==> src/rtl/wdt_pkg.sv <==
package wdt_pkg;
  localparam int OFF_CTRL  = 'h00;
  localparam int OFF_RANGE = 'h04;
  localparam int OFF_COUNT = 'h08;
  localparam int OFF_KICK  = 'h0C;
  localparam logic [31:0] KICK_KEY = 32'h0000_0076;

  typedef struct packed {
    logic       load;   // reload counter this cycle
    logic       run;    // counting permitted
    logic [3:0] sel;    // period select for the load
  } cntStrobes_t;
endpackage

==> src/rtl/wdt_count.sv <==
module wdt_count #(
  parameter int BASE_EXP = 16,
  parameter int CNT_W    = BASE_EXP + 16
) (
  input  logic                     clk,
  input  logic                     rstN,
  input  wdt_pkg::cntStrobes_t     strobes,
  output logic [CNT_W-1:0]         curCount,
  output logic                     cntZero
);
  function automatic logic [CNT_W-1:0] periodOf(input logic [3:0] sel);
    return CNT_W'(1) << (BASE_EXP + int'(sel));
  endfunction

  always_ff @(posedge clk) begin
    if (!rstN)                               curCount <= '0;
    else if (strobes.load)                   curCount <= periodOf(strobes.sel);
    else if (strobes.run && curCount != '0)  curCount <= curCount - CNT_W'(1);
  end

  assign cntZero = (curCount == '0);

  // with neither load nor run, the count holds
  a_r7_hold_idle: assert property (@(posedge clk) disable iff (!rstN)
    (!strobes.load && !strobes.run) |=> $stable(curCount));

  // a running nonzero count steps down by one
  a_r4_step_down: assert property (@(posedge clk) disable iff (!rstN)
    (!strobes.load && strobes.run && curCount != '0) |=> (curCount == $past(curCount) - CNT_W'(1)));

  // a load leaves a single set bit in the count
  a_r5_load_pow2: assert property (@(posedge clk) disable iff (!rstN)
    strobes.load |=> ($countones(curCount) == 1));
endmodule

==> src/rtl/wdt_ctrl.sv <==
module wdt_ctrl #(
  parameter int ADDR_W    = 8,
  parameter int CNT_W     = 32,
  parameter int PULSE_LEN = 8
) (
  input  logic                  clk,
  input  logic                  rstN,
  input  logic                  busWr,
  input  logic                  busRd,
  input  logic [ADDR_W-1:0]     busAddr,
  input  logic [31:0]           busWdata,
  input  logic [CNT_W-1:0]      curCount,
  input  logic                  cntZero,
  output wdt_pkg::cntStrobes_t  strobes,
  output logic [31:0]           busRdata,
  output logic                  sysRstReq
);
  import wdt_pkg::*;
  localparam int PW = $clog2(PULSE_LEN + 1);

  logic          enable;
  logic [3:0]    runSel, firstSel;
  logic [PW-1:0] pulseCnt;
  logic          wrCtrl, wrRange, wrKick, enRise, kick, expire;
  logic [31:0]   rdMux;

  assign wrCtrl  = busWr && (busAddr == ADDR_W'(OFF_CTRL));
  assign wrRange = busWr && (busAddr == ADDR_W'(OFF_RANGE));
  assign wrKick  = busWr && (busAddr == ADDR_W'(OFF_KICK));
  assign enRise  = wrCtrl && busWdata[0] && !enable;
  assign kick    = wrKick && (busWdata == KICK_KEY);
  assign expire  = enable && cntZero && !kick;

  always_comb begin
    strobes.load = enRise || kick || expire;
    strobes.run  = enable;
    strobes.sel  = enRise ? firstSel : runSel;
  end

  always_ff @(posedge clk) begin
    if (!rstN) begin
      enable   <= 1'b0;
      runSel   <= '0;
      firstSel <= '0;
    end else begin
      if (enRise)  enable <= 1'b1;
      if (wrRange) begin
        runSel   <= busWdata[3:0];
        firstSel <= busWdata[7:4];
      end
    end
  end

  always_ff @(posedge clk) begin
    if (!rstN)                 pulseCnt <= '0;
    else if (expire)           pulseCnt <= PW'(PULSE_LEN);
    else if (pulseCnt != '0)   pulseCnt <= pulseCnt - PW'(1);
  end
  assign sysRstReq = (pulseCnt != '0);

  always_comb begin
    rdMux = '0;
    if (busAddr == ADDR_W'(OFF_CTRL))       rdMux = {31'b0, enable};
    else if (busAddr == ADDR_W'(OFF_RANGE)) rdMux = {24'b0, firstSel, runSel};
    else if (busAddr == ADDR_W'(OFF_COUNT)) rdMux = 32'(curCount);
  end

  always_ff @(posedge clk) begin
    if (!rstN) busRdata <= '0;
    else       busRdata <= busRd ? rdMux : '0;
  end

  // the enable bit never falls while out of reset
  a_r2_enable_sticky: assert property (@(posedge clk) disable iff (!rstN)
    enable |=> enable);

  // expiry raises the reset request on the next cycle
  a_r9_pulse_start: assert property (@(posedge clk) disable iff (!rstN)
    (enable && cntZero && !kick) |=> sysRstReq);

  // a wrong key to the restart offset causes no reload
  a_r6_bad_key: assert property (@(posedge clk) disable iff (!rstN)
    (wrKick && busWdata != KICK_KEY && !(enable && cntZero)) |-> !strobes.load);

  // with no read strobe the read bus returns to zero
  a_r10_rd_idle: assert property (@(posedge clk) disable iff (!rstN)
    !busRd |=> (busRdata == '0));
endmodule

==> src/rtl/wdt_guard.sv <==
module wdt_guard #(
  parameter int ADDR_W    = 8,
  parameter int BASE_EXP  = 16,
  parameter int PULSE_LEN = 8
) (
  input  logic              clk,
  input  logic              rstN,
  input  logic              busWr,
  input  logic              busRd,
  input  logic [ADDR_W-1:0] busAddr,
  input  logic [31:0]       busWdata,
  output logic [31:0]       busRdata,
  output logic              sysRstReq
);
  localparam int CNT_W = BASE_EXP + 16;

  wdt_pkg::cntStrobes_t strobes;
  logic [CNT_W-1:0]     curCount;
  logic                 cntZero;

  wdt_ctrl #(.ADDR_W(ADDR_W), .CNT_W(CNT_W), .PULSE_LEN(PULSE_LEN)) u_ctrl (
    .clk(clk), .rstN(rstN), .busWr(busWr), .busRd(busRd), .busAddr(busAddr),
    .busWdata(busWdata), .curCount(curCount), .cntZero(cntZero),
    .strobes(strobes), .busRdata(busRdata), .sysRstReq(sysRstReq));

  wdt_count #(.BASE_EXP(BASE_EXP), .CNT_W(CNT_W)) u_count (
    .clk(clk), .rstN(rstN), .strobes(strobes),
    .curCount(curCount), .cntZero(cntZero));
endmodule

==> config.mk <==
export PLATFORM = sky130hd
export DESIGN_NAME = wdt_guard
export DESIGN_NICKNAME = d
export VERILOG_FILES = /design/src/rtl/wdt_pkg.sv /design/src/rtl/wdt_count.sv /design/src/rtl/wdt_ctrl.sv /design/src/rtl/wdt_guard.sv
export SDC_FILE = /design/constraint.sdc
export NUM_CORES = 1
export LEC_CHECK = 0
export CORE_MARGIN = 8
export CORE_UTILIZATION = 50
export DETAILED_ROUTE_END_ITERATION = 6
export DONT_BUFFER_PORTS = 1
export PLACE_DENSITY_LB_ADDON = 0.15
export RECOVER_POWER = 100
export SYNTH_ARGS = -nofsm -noshare
export SYNTH_HDL_FRONTEND = slang
export SYNTH_SLANG_ARGS = --single-unit
export TNS_END_PERCENT = 100
==> constraint.sdc <==
create_clock -name clk -period 6.85 [get_ports clk]
set_input_delay 0.3425 -clock clk [delete_from_list [all_inputs] [get_ports clk]]
set_output_delay 0.3425 -clock clk [all_outputs]
set_load 0.1 [all_outputs]
=== Yosys cells after proc, flatten, opt, wreduce, memory -nomap -nowiden ===
Index checks and enable logic that the tools add are counted.
Widths: inputs -> output; s select.

* $add $sub $neg: 3
* Multipliers: 0
* Divide/modulo/power cells: 0
* $lt $le $gt $ge: 0
* Eq/ne operators: 4
* Shift-type cells: 1
* Muxes and demuxes: 8
* Bitwise operators: 3
* Reduce and logical (&&, ||, !) cells: 23

{| class="wikitable"
|+ Operators by type and width
! cell !! count
|-
| $mux 32 || 2
|-
| $eq 32x7->1 const B || 1
|-
| $logic_not 32->1 || 1
|-
| $reduce_bool 32->1 || 1
|-
| $shl 1x32->32 const A || 1
|-
| $sub 32x1->32 const B || 1
|-
| $eq 8x4->1 const B || 2
|-
| $mux 8 || 2
|-
| $mux 4 || 3
|-
| $logic_and 1x1->1 || 9
|-
| $eq 8x3->1 const B || 1
|-
| $logic_not 8->1 || 1
|-
| $add 5x4->6 const A || 1
|-
| $reduce_or 5->1 || 1
|-
| $reduce_bool 2->1 || 2
|-
| $reduce_bool 4->1 || 1
|-
| $sub 4x1->4 const B || 1
|-
| $not 1->1 || 3
|-
| $reduce_or 3->1 || 1
|-
| $logic_not 1->1 || 2
|-
| $logic_or 1x1->1 || 2
|-
| $reduce_and 2->1 || 1
|-
| $reduce_or 2->1 || 1
|-
| $mux 1 || 1
|}

* Register bits: 77
* Latch bits: 0
* Memory bits (writable): 0
* Bits in read-only memories: 0
* Input port bits: 44
* Output and inout bits: 33
* Logic and storage cells: 51
* Memories kept: 0

=== Depth between registers and ports, before layout ===
Gate-level depths: netlist (run 1).

* Word-level depth: 8
* Mapped depth: 11
* Depth with buffers taken out: 9

=== Hierarchy ===
A second synthesis (run 1) with hierarchy kept.

* Cell total of the unflattened synthesis: 411
* Area, all modules: 3,638.5 µm²

{| class="wikitable"
|+ Modules (own cells, without submodules)
! module !! instances !! cells each !! area an instance (µm²) !! seq. area each (µm²)
|-
| wdt_count || 1 || 240 || 1,941.9 || 640.6
|-
| wdt_ctrl || 1 || 171 || 1,696.6 || 900.9
|}

=== Worst setup path after synthesis (run 1) ===
No wires, ideal clock.

* Path type: register -> register
* Start: register u_count.curCount[0]
* End: register u_count.curCount[19]
* Library setup time: 0.095 ns
* Data arrival time: 2.368 ns
* Required time: 6.755 ns
* Slack: 4.386 ns
* Cell stages (with the launch flop): 10
* Buffers on the path: 2
* Period minus slack after synthesis: 2.464 ns
* Cells stage by stage: dfxtp_1 inv_1 ha_1 buf_2 or4b_1 or4_1 o211ai_2 buf_2 a31oi_1 a221oi_1

* Longest elaborated chain between the ends: 5
* Elaborated cells between the ends (all ways): 10
* Those cells by class: add/sub: 1; mux: 2; reduce/logical: 7

{| class="wikitable"
|+ Ends and longest elaborated chain
! item !! line !! RTL
|-
| start: declaration || wdt_count.sv:8 || <nowiki>output logic [CNT_W-1:0] curCount,</nowiki>
|-
| start signal: assignment || wdt_count.sv:17 || <nowiki>else if (strobes.load) curCount <= periodOf(strobes.sel);</nowiki>
|-
| start signal: assignment || wdt_count.sv:18 || <nowiki>else if (strobes.run && curCount != '0) curCount <= curCount - CNT_W'(1);</nowiki>
|-
| parallel branches: the longest is 5 deep, another holds $sub 32x1->32 || n/a ||
|}

Several ways; the timed one is not identified. The select of a mux whose other input is x is not followed.
A chain may end at the register's enable or synchronous reset.

=== Final worst setup path (run 1) ===
* Start: register u_count.curCount[0]
* End: register u_count.curCount[29]

Same word-level chain as after synthesis.

==> impl.org, run 1 <==
** Outcome
- The flow ran to the end, and the final reports show no timing, DRC or antenna violations.

** Synth
- Sequential fraction of the synthesis area :: 41.34%
- The synthesized design spends more area on one cell type than any other, namely dfxtp_1.
- Total number of yosys warnings :: 0
- Compound-cell area share of the yosys netlist :: around 13%
- Multiplexer cells account for around 3.3% of the synthesized area.
- Synth Net Count :: approximately 480
- Portion of synthesized cell area occupied by the leading cell type :: between 40 and 50%
- Xor and xnor area share after synthesis :: 3.758%
- Summing the areas of all fa, ha and maj instances in the mapped netlist gives 1.007% of the synthesized area.
- Syn avg cell area :: 8.651 µm²
- Summing every instance area after synthesis gives ~0.0037 mm².
- FFs w/ async S/R, synth :: 0%
- Of the total synthesized cell area, the portion taken by AND, OR, NAND and NOR gates is around a third.
- Number of distinct library cells after synthesis :: between 50 and 60
- Largest family of logic cells by synthesized area :: simple AND/OR/NAND/NOR gates
- Top FF cell, synth :: dfxtp_1
- Number of flops mapped to enable cells by yosys :: 0
- Total of flip-flops plus latches after synthesis :: between 70 and 80
- After synthesis, the cell types taking the most area are dfxtp_1, nor2_1, and2_1, xor2_1, mux2i_1.
- Counting every instance in the synthesized netlist gives about 430.

** Pwr
- Register share of total power :: 50.2%
- Summed over all nets, the switching power comes to ~0.25 mW.
- Cell-internal power :: ~0.68 mW
- In this run switching power makes up between 20 and 30% of total power.
- Clock network fraction of design power :: around two fifths
- The worst-case IR drop observed on VDD is approximately 0.00019 V.
- In this run the power density over the cells is 238.5 mW/mm².
- Total power for the finished layout comes to about 0.93 mW.
- Per report_power, the combinational group accounts for about 12% of the total.
- Leak Pwr :: around 1.5 nW

** Setup path
- Worst setup SP type :: register
- The setup check on the worst reg-to-reg path leaves a slack of roughly 3300 ps.
- Data on the critical path arrives at its endpoint at approximately 3700 ps.
- Crit Path Max Fanout :: 20
- The worst setup path is of the reg2reg kind.
- The worst register-to-register path begins at u_count.curCount[0].
- In this run the critical register-to-register path is captured at u_count.curCount[29].
- For the worst setup path, the data required time is roughly 7000 ps.
- For the worst flop-to-flop path, the logic depth is 8.
- STA classifies the critical path endpoint as a register.

** Timing
- Setup repair after global routing left no endpoint under its margin.
- Slew of the pin with the lowest slew margin :: 1224 ps
- Final-layout setup total negative slack :: 0 ps
- Final Hold Fails :: 0
- Subtracting the final worst setup slack from the clock period gives roughly 3500 ps.
- Max transition margin :: approximately 18%
- Largest clock skew in the final design :: ~12 ps
- Maximum clock frequency :: 0.2825 GHz
- Across all hold checks on the routed design, the worst slack comes to about 120 ps.
- The number of pins with negative max-slew slack in the final report is 0.
- After layout, the worst path uses 51.68% of the clock period.
- Setup violations remaining at the end of the flow were counted as 0.

** Clocking
- Clock-pin slew was measured on the worst setup and hold paths at about 80 ps.
- Buffers inserted to repair hold after CTS numbered 0.
- Cts bufs inserted :: 9
- Once the clock tree was built, the setup fixing pass inserted 0 buffers.
- The clock passes through at most 2 buffers.
- Resized cells post-CTS :: 0
- CTS root buffer :: clkbuf_8
- TritonCTS clock tree :: built
- For the worst-skew pair, the clock arrives at the later sink with an insertion delay of 350 ps.
- The clock drives 77 sinks.
- Total number of H-tree levels :: 3

** Min path
- In this run the worst hold path is classified as in2reg.
- The worst hold path begins at rstN.
- Cell depth of the worst min-delay path :: 2
- The path with the worst hold slack has its endpoint at u_count.curCount[25].

** Floorplan
- Placeable core area :: between 0.007 and 0.008 mm²
- For this configuration, the core starts out at a cell density of ~50%.
- Row count :: 31
- From left edge to right edge, the die measures between 100 and 150 µm.
- IO Pins :: 77
- The die covers 0.01048 mm².
- Die Y-Extent :: slightly above 100 µm

** Finish
- Count of fill cells added during filler insertion :: 686
- In the final layout, flip-flops and latches occupy between 0.0015 and 0.002 mm².
- Utilization after layout :: between 50% and 60%
- The post-route netlist has under 10% of its cells at a drive strength greater than 1.
- In the final design database the tool counted 464 nets.
- In the final layout, the multi-input gates occupy a little under 0.002 mm².
- ANT cells :: 0
- Layout Area Growth over Synthesis :: 4.362%
- The finished cells cover roughly 0.004 mm².

** Global routing
- First-pass GRT wire length :: between 10 and 15 mm
- Antenna violations before repair :: 0
- Combined global-route utilization of all metal layers :: between 10% and 20%
- Global routing finished with a remaining overflow of 0.
- Entering global routing, the biggest net connects 32 pins.
- Vias in the first global route :: 2922

** Drt
- Final routed DRC violation total :: 0
- Routed via count :: 3077
- After detailed routing, the number of vias per cell comes to 5.906.
- The first detailed-routing pass took 5 iterations.
- In the final routed layout, each cell accounts on average for about 17 µm.
- DRC violation total after the first TritonRoute iteration :: approximately 210
- Once detail routing completed, the nets flagged for antenna violations numbered 0.
- Post-Route WL :: between 9 and 10 mm

** Placed design
- Detailed placement finished with a half-perimeter wire length of around 6.6 mm.
- Buffers placed on the I/O ports in this run total 0.
- Gpl congestion :: around 0.84
- Cell area after placement :: 0.003719 mm²

** Job
- The tool flagged a number of max-cap violations equal to 0.
-- critical path, cell delays in order, from the launching register on --
cell	delay, ps
dfxtp_1	350
inv_1	90
ha_1	330
or4b_1	570
or4_1	510
o211ai_1	970
nor3_1	220
a22oi_1	240
a21oi_1	100
-- layout make-up --
class,count,share of cell area [%]
Multi-Input combinational cell,320,50.93
Sequential cell,77,39.61
Clock buffer,11,3.891
Tap cell,99,3.183
Clock inverter,5,1.511
Inverter,8,0.7717
Timing Repair Buffer,1,0.09646
-- cells in the final DEF (no fill, tap or decap), types with 7 or more instances in the layout --
cell,count
dfxtp_1,77
nor2_1,58
nand2_1,26
a21oi_1,21
and2_1,17
nand4_1,16
nand3_1,15
nor3_1,15
nor4_1,14
xor2_1,14
o21ai_0,12
mux2i_1,11
clkbuf_8,11
and2_0,9
inv_1,8
a31oi_1,7
a22o_1,7
-- power by group through the flow --
stage	Sequential, mW	Clock, mW	Combinational [mW]
after floorplan	0.474	0	0.0955
after global placement	0.476	0	0.104
after detailed placement	0.476	0	0.107
after CTS	0.466	0.363	0.108
after global routing	0.467	0.382	0.118
final	0.466	0.356	0.107
-- synthesized netlist by cell type (3+ instances only) --
master and count:
nor4_2 3, a31oi_1 7, dfxtp_1 77, a22o_1 7, inv_1 8, o21ai_0 11, o21ai_1 3, a21oi_1 21
clkbuf_1 15, xor2_1 14, or4_1 4, or4_4 3, nor2b_1 5, nor4b_1 3, nor4_1 12, and2_1 26
a22oi_1 3, buf_2 5, mux2i_1 11, nor3_1 14, nand3_1 15, nand2b_1 3, nand4b_1 3, nor3b_1 5
nand2_1 26, buf_6 3, and3_1 3, or3_1 6, nand4_1 16, nor2_1 58, ha_1 3
-- per-stage QoR --
stage | cells | worst slack [ps]
2_1_floorplan | 431 | 4386
3_3_place_gp | 505 | 3827
3_5_place_dp | 505 | 3716
4_1_cts | 521 | 3681
5_1_grt | 521 | 2935
6_report | 521 | 3310
-- metal layers --
layer	GRT usage (%)	vias to the layer above	part of all wire [%]
li1	-	1525	-
met1	23.34	1422	46
met2	27.69	119	45
met3	5.381	11	7.5
met4	6.546	0	1.3
met5	0	-	0
-- cell families (layout without fill, tap and decap cells) --
family / count (synthesis) / in the layout
compound gates: 71 / 71
xor+xnor: 16 / 16
fa+ha+maj: 3 / 3
buf+inv: 34 / 25
flops: 77 / 77
mux: 12 / 12
simple gates: 218 / 218
-- sequential cells by signal, summed over array words and instances (netlist names) --
| name | cells |
|---|---|
| u_ctrl.enable | 1 |
| u_ctrl.runSel | 4 |
| u_ctrl.busRdata | 32 |
| u_count.curCount | 32 |
| u_ctrl.pulseCnt | 4 |
| u_ctrl.firstSel | 4 |
-- worst max-delay path by stage --
stage | cells after the start | endpoint | from
after global placement | 8 | u_count.curCount[22] | u_count.curCount[0]
after detailed placement | 8 | u_count.curCount[22] | u_count.curCount[0]
after floorplan | 9 | u_count.curCount[19] | u_count.curCount[0]
final | 8 | u_count.curCount[29] | u_count.curCount[0]
after global routing | 8 | u_count.curCount[29] | u_count.curCount[0]
after CTS | 8 | u_count.curCount[22] | u_count.curCount[0]
Power figures use the tool's default switching activity.
==> run 2: changes to the inputs <==
==> constraint.sdc (replaced) <==
create_clock -name clk -period 3.3 [get_ports clk]
set_input_delay 0.165 -clock clk [delete_from_list [all_inputs] [get_ports clk]]
set_output_delay 0.165 -clock clk [all_outputs]
set_load 0.1 [all_outputs]
==> impl.org, run 2 (same netlist as run 1, synthesis figures left out) <==
** Pwr
- The net load switching power came to 0.5331 mW (+110%).
- The internal portion of total power is 1.682 mW (+150%).
- Leak Pwr :: 1.593 nW (+7.6%)
- The clock network power share was 45.8% (+7.5 points).
- Worst voltage drop across the vdd grid :: 0.0002957 V (+53%)
- Relative contribution of combinational cells to total power :: 10.6% (-0.9 points)
- Switching part of the total :: 24.07% (-3.1 points)
- Register share of total power :: 43.6% (-6.6 points)
- Areal power density over the cells :: 538.0 mW/mm² (+130%)

** Global routing
- Antenna violations before repair :: 0 (unchanged)
- Vias in the first global route :: 3088 (+5.7%)
- The pin count of the biggest net entering global routing is 32 (unchanged).
- Final global-route overflow total :: 0 (unchanged)
- First-pass GRT wire length :: 15.26 mm (+3.3%)
- The overall global routing resource usage is 18.47% (+0.41 points).

** Clocking
- The clock transition at the registers of the reported paths was 80 ps (about the same).
- Count of buffers added by post-CTS timing repair for setup :: 0 (unchanged)
- Total number of H-tree levels :: 3 (unchanged)
- CTS root buffer :: clkbuf_8
- Clock Sinks :: 77 (unchanged)
- The maximum clock insertion buffer count is 2 (unchanged).
- TritonCTS built the clock tree.
- The clock latency reported for the late side of the worst-skew pair was 360 ps (about the same).
- Cts bufs inserted :: 9 (unchanged)

** Timing
- Final setup violation count :: 0 (unchanged)
- Largest clock skew in the final design :: 12.19 ps (+0.4536 ps)
- Final cycle utilization of the critical path :: 90.72% (+39 points)
- Setup repair after global routing left no endpoint under its margin.
- Final-layout setup total negative slack :: 0 ps (unchanged)
- Number of pins exceeding their max-slew limit in the final report :: 0 (unchanged)
- The post-route minimum period is 2994 ps (-546.5 ps).
- Slew of the pin with the lowest slew margin :: 1334 ps (+109.7 ps)
- The hold violation total from the final report was 0 (unchanged).
- Max transition margin :: 11.07% (-7.0 points)
- Maximum clock frequency :: 0.3340 GHz (+18%)
- Tightest hold margin :: 15.55 ps (-106.6 ps)

** Drt
- The number of routed nets with antenna violations is 0 (unchanged).
- Routed wire per std cell :: 17.16 µm (-1.3%)
- The wire length reported by the detailed router is 9.251 mm (+2.2%).
- Number of detailed-routing iterations run before antenna repair :: 5 (unchanged)
- Routed via count :: 3173 (+3.1%)
- Final routed DRC violation total :: 0 (unchanged)
- DRC violation total after the first TritonRoute iteration :: 224 (+5.7%)
- Number of vias per cell :: 5.887 (-0.32%)

** Setup path
- The delay of the slowest cell on the worst path was 570 ps (-400 ps).
- Traced cell by cell, the critical path runs through inv_1, ha_1, or4b_1, or4_1, o211ai_1, buf_4, nor3b_1, a31oi_1, a21oi_1.
- The startpoint identified for the worst register-to-register timing path is u_count.curCount[0].
- Setup CP Type :: reg2reg
- Worst r2r dst :: u_count.curCount[22]
- The sum of buffers and inverters on the critical path is 2 (+1).
- STA classifies the critical path endpoint as a register.
- On the critical path the largest part of the delay comes from simple AND/OR/NAND/NOR gates.
- Arrival @ worst endpoint :: 3270 ps (-460 ps)
- Crit Path Max Fanout :: 19 (-5.0%)
- The worst setup path is launched from a register.
- The worst-case reg-to-reg path depth was 9 (+1).
- The slowest stage of the critical path is the or4b_1 cell.
- Req. time, crit path :: 3580 ps (-3460 ps)
- The register-to-register setup slack is 310 ps (-3000 ps).

** Floorplan
- The row count came to 31 (unchanged).
- Die area :: 0.01048 mm² (unchanged)
- The die height was 102.4 µm (unchanged).
- The overall die width came to 102.4 µm (unchanged).
- Placeable core area :: 0.007253 mm² (unchanged)
- IO Pins :: 77 (unchanged)
- Initial cell density of the core :: 51.41% (unchanged)

** Placed design
- The number of input and output port buffers inserted was 0 (unchanged).
- Gpl congestion :: 0.8901 (+6.2%)
- Sum of net half-perimeters after detailed placement :: 6.675 mm (+1.0%)

** Job
- Number of maximum-capacitance violations :: 0 (unchanged)

** Finish
- In the final layout, the registers with the most flip-flops are u_count.curCount (32), u_ctrl.busRdata (32).
- The fill cell instance count of the final layout came to 697 (+1.6%).
- The end-of-flow core utilization came to 56.77% (+3.1 points).
- The area of the multi-input gates is 0.001982 mm² (unchanged).
- Commonest non-fill, non-tap cell in the layout :: dfxtp_1
- Share of cells above drive strength 1 :: 8.182% (+1.1 points)
- Most used cells in the layout excluding fill and tap cells :: dfxtp_1, nor2_1, nand2_1
- Layout Area Growth over Synthesis :: 10.44%
- Post-layout net count :: 482 (+3.9%)
- ANT cells :: 0 (unchanged)
- Seq. cell area :: 0.001541 mm² (unchanged)

** Outcome
- Result of the run :: completed

** Min path
- Tightest Hold Check Type :: in2reg
- Worst Hold Path EP :: u_ctrl.busRdata[0]
- The cell depth of the worst min-delay path is 2 (unchanged).
- In this run the most critical hold path is launched from busRd.
-- run 2: repair_timing --
item,in CTS,in global routing
gates resized for setup,0,0
hold endpoints to repair,15,0
hold buffers,9,0
-- run 2: cell type report --
cell class / count / area share (%)
Sequential cell: 77 / 37.44
Timing Repair Buffer: 19 / 3.737
Inverter: 8 / 0.7293
Clock buffer: 10 / 3.099
Clock inverter: 6 / 3.859
Multi-Input combinational cell: 320 / 48.13
Tap cell: 99 / 3.008
-- run 2: layer usage --
metal	up-vias	track usage, %	routed length (µm)	share of wire [%]
met5	-	0	0	0
met4	0	5.643	119	1.3
met3	13	5.790	605	6.5
met2	103	29.09	4202	45
met1	1498	23.47	4323	47
li1	1559	-	-	-
-- run 2: worst max-delay path by stage --
stage | startpoint | end | slack (ps) | cells past startpoint
3_5_place_dp | u_count.curCount[0] | u_count.curCount[22] | 440 | 9
6_report | u_count.curCount[0] | u_count.curCount[22] | 310 | 9
3_3_place_gp | u_count.curCount[0] | u_count.curCount[22] | 500 | 9
5_1_grt | u_count.curCount[0] | u_count.curCount[22] | 100 | 9
2_1_floorplan | u_count.curCount[0] | u_count.curCount[19] | 840 | 9
4_1_cts | u_count.curCount[0] | u_count.curCount[22] | 360 | 9
-- run 2: power by group through the flow --
stage | clock network, mW | logic (mW) | registers, mW
detailed placement | 0 | 0.236 | 0.988
global route | 1.07 | 0.260 | 0.971
finish | 1.01 | 0.234 | 0.967
floorplan | 0 | 0.198 | 0.984
CTS | 1.03 | 0.246 | 0.966
global placement | 0 | 0.229 | 0.988
-- run 2: per-stage QoR --
step	instance area (µm²)	setup WS, ps	power (mW)	std cells
2_1_floorplan	3729	836.4	1.183	431
3_3_place_gp	3786	498.5	1.217	514
3_5_place_dp	3786	436.2	1.224	514
4_1_cts	4163	362.8	2.238	539
5_1_grt	4118	102.2	2.297	539
6_report	4118	306.2	2.215	539
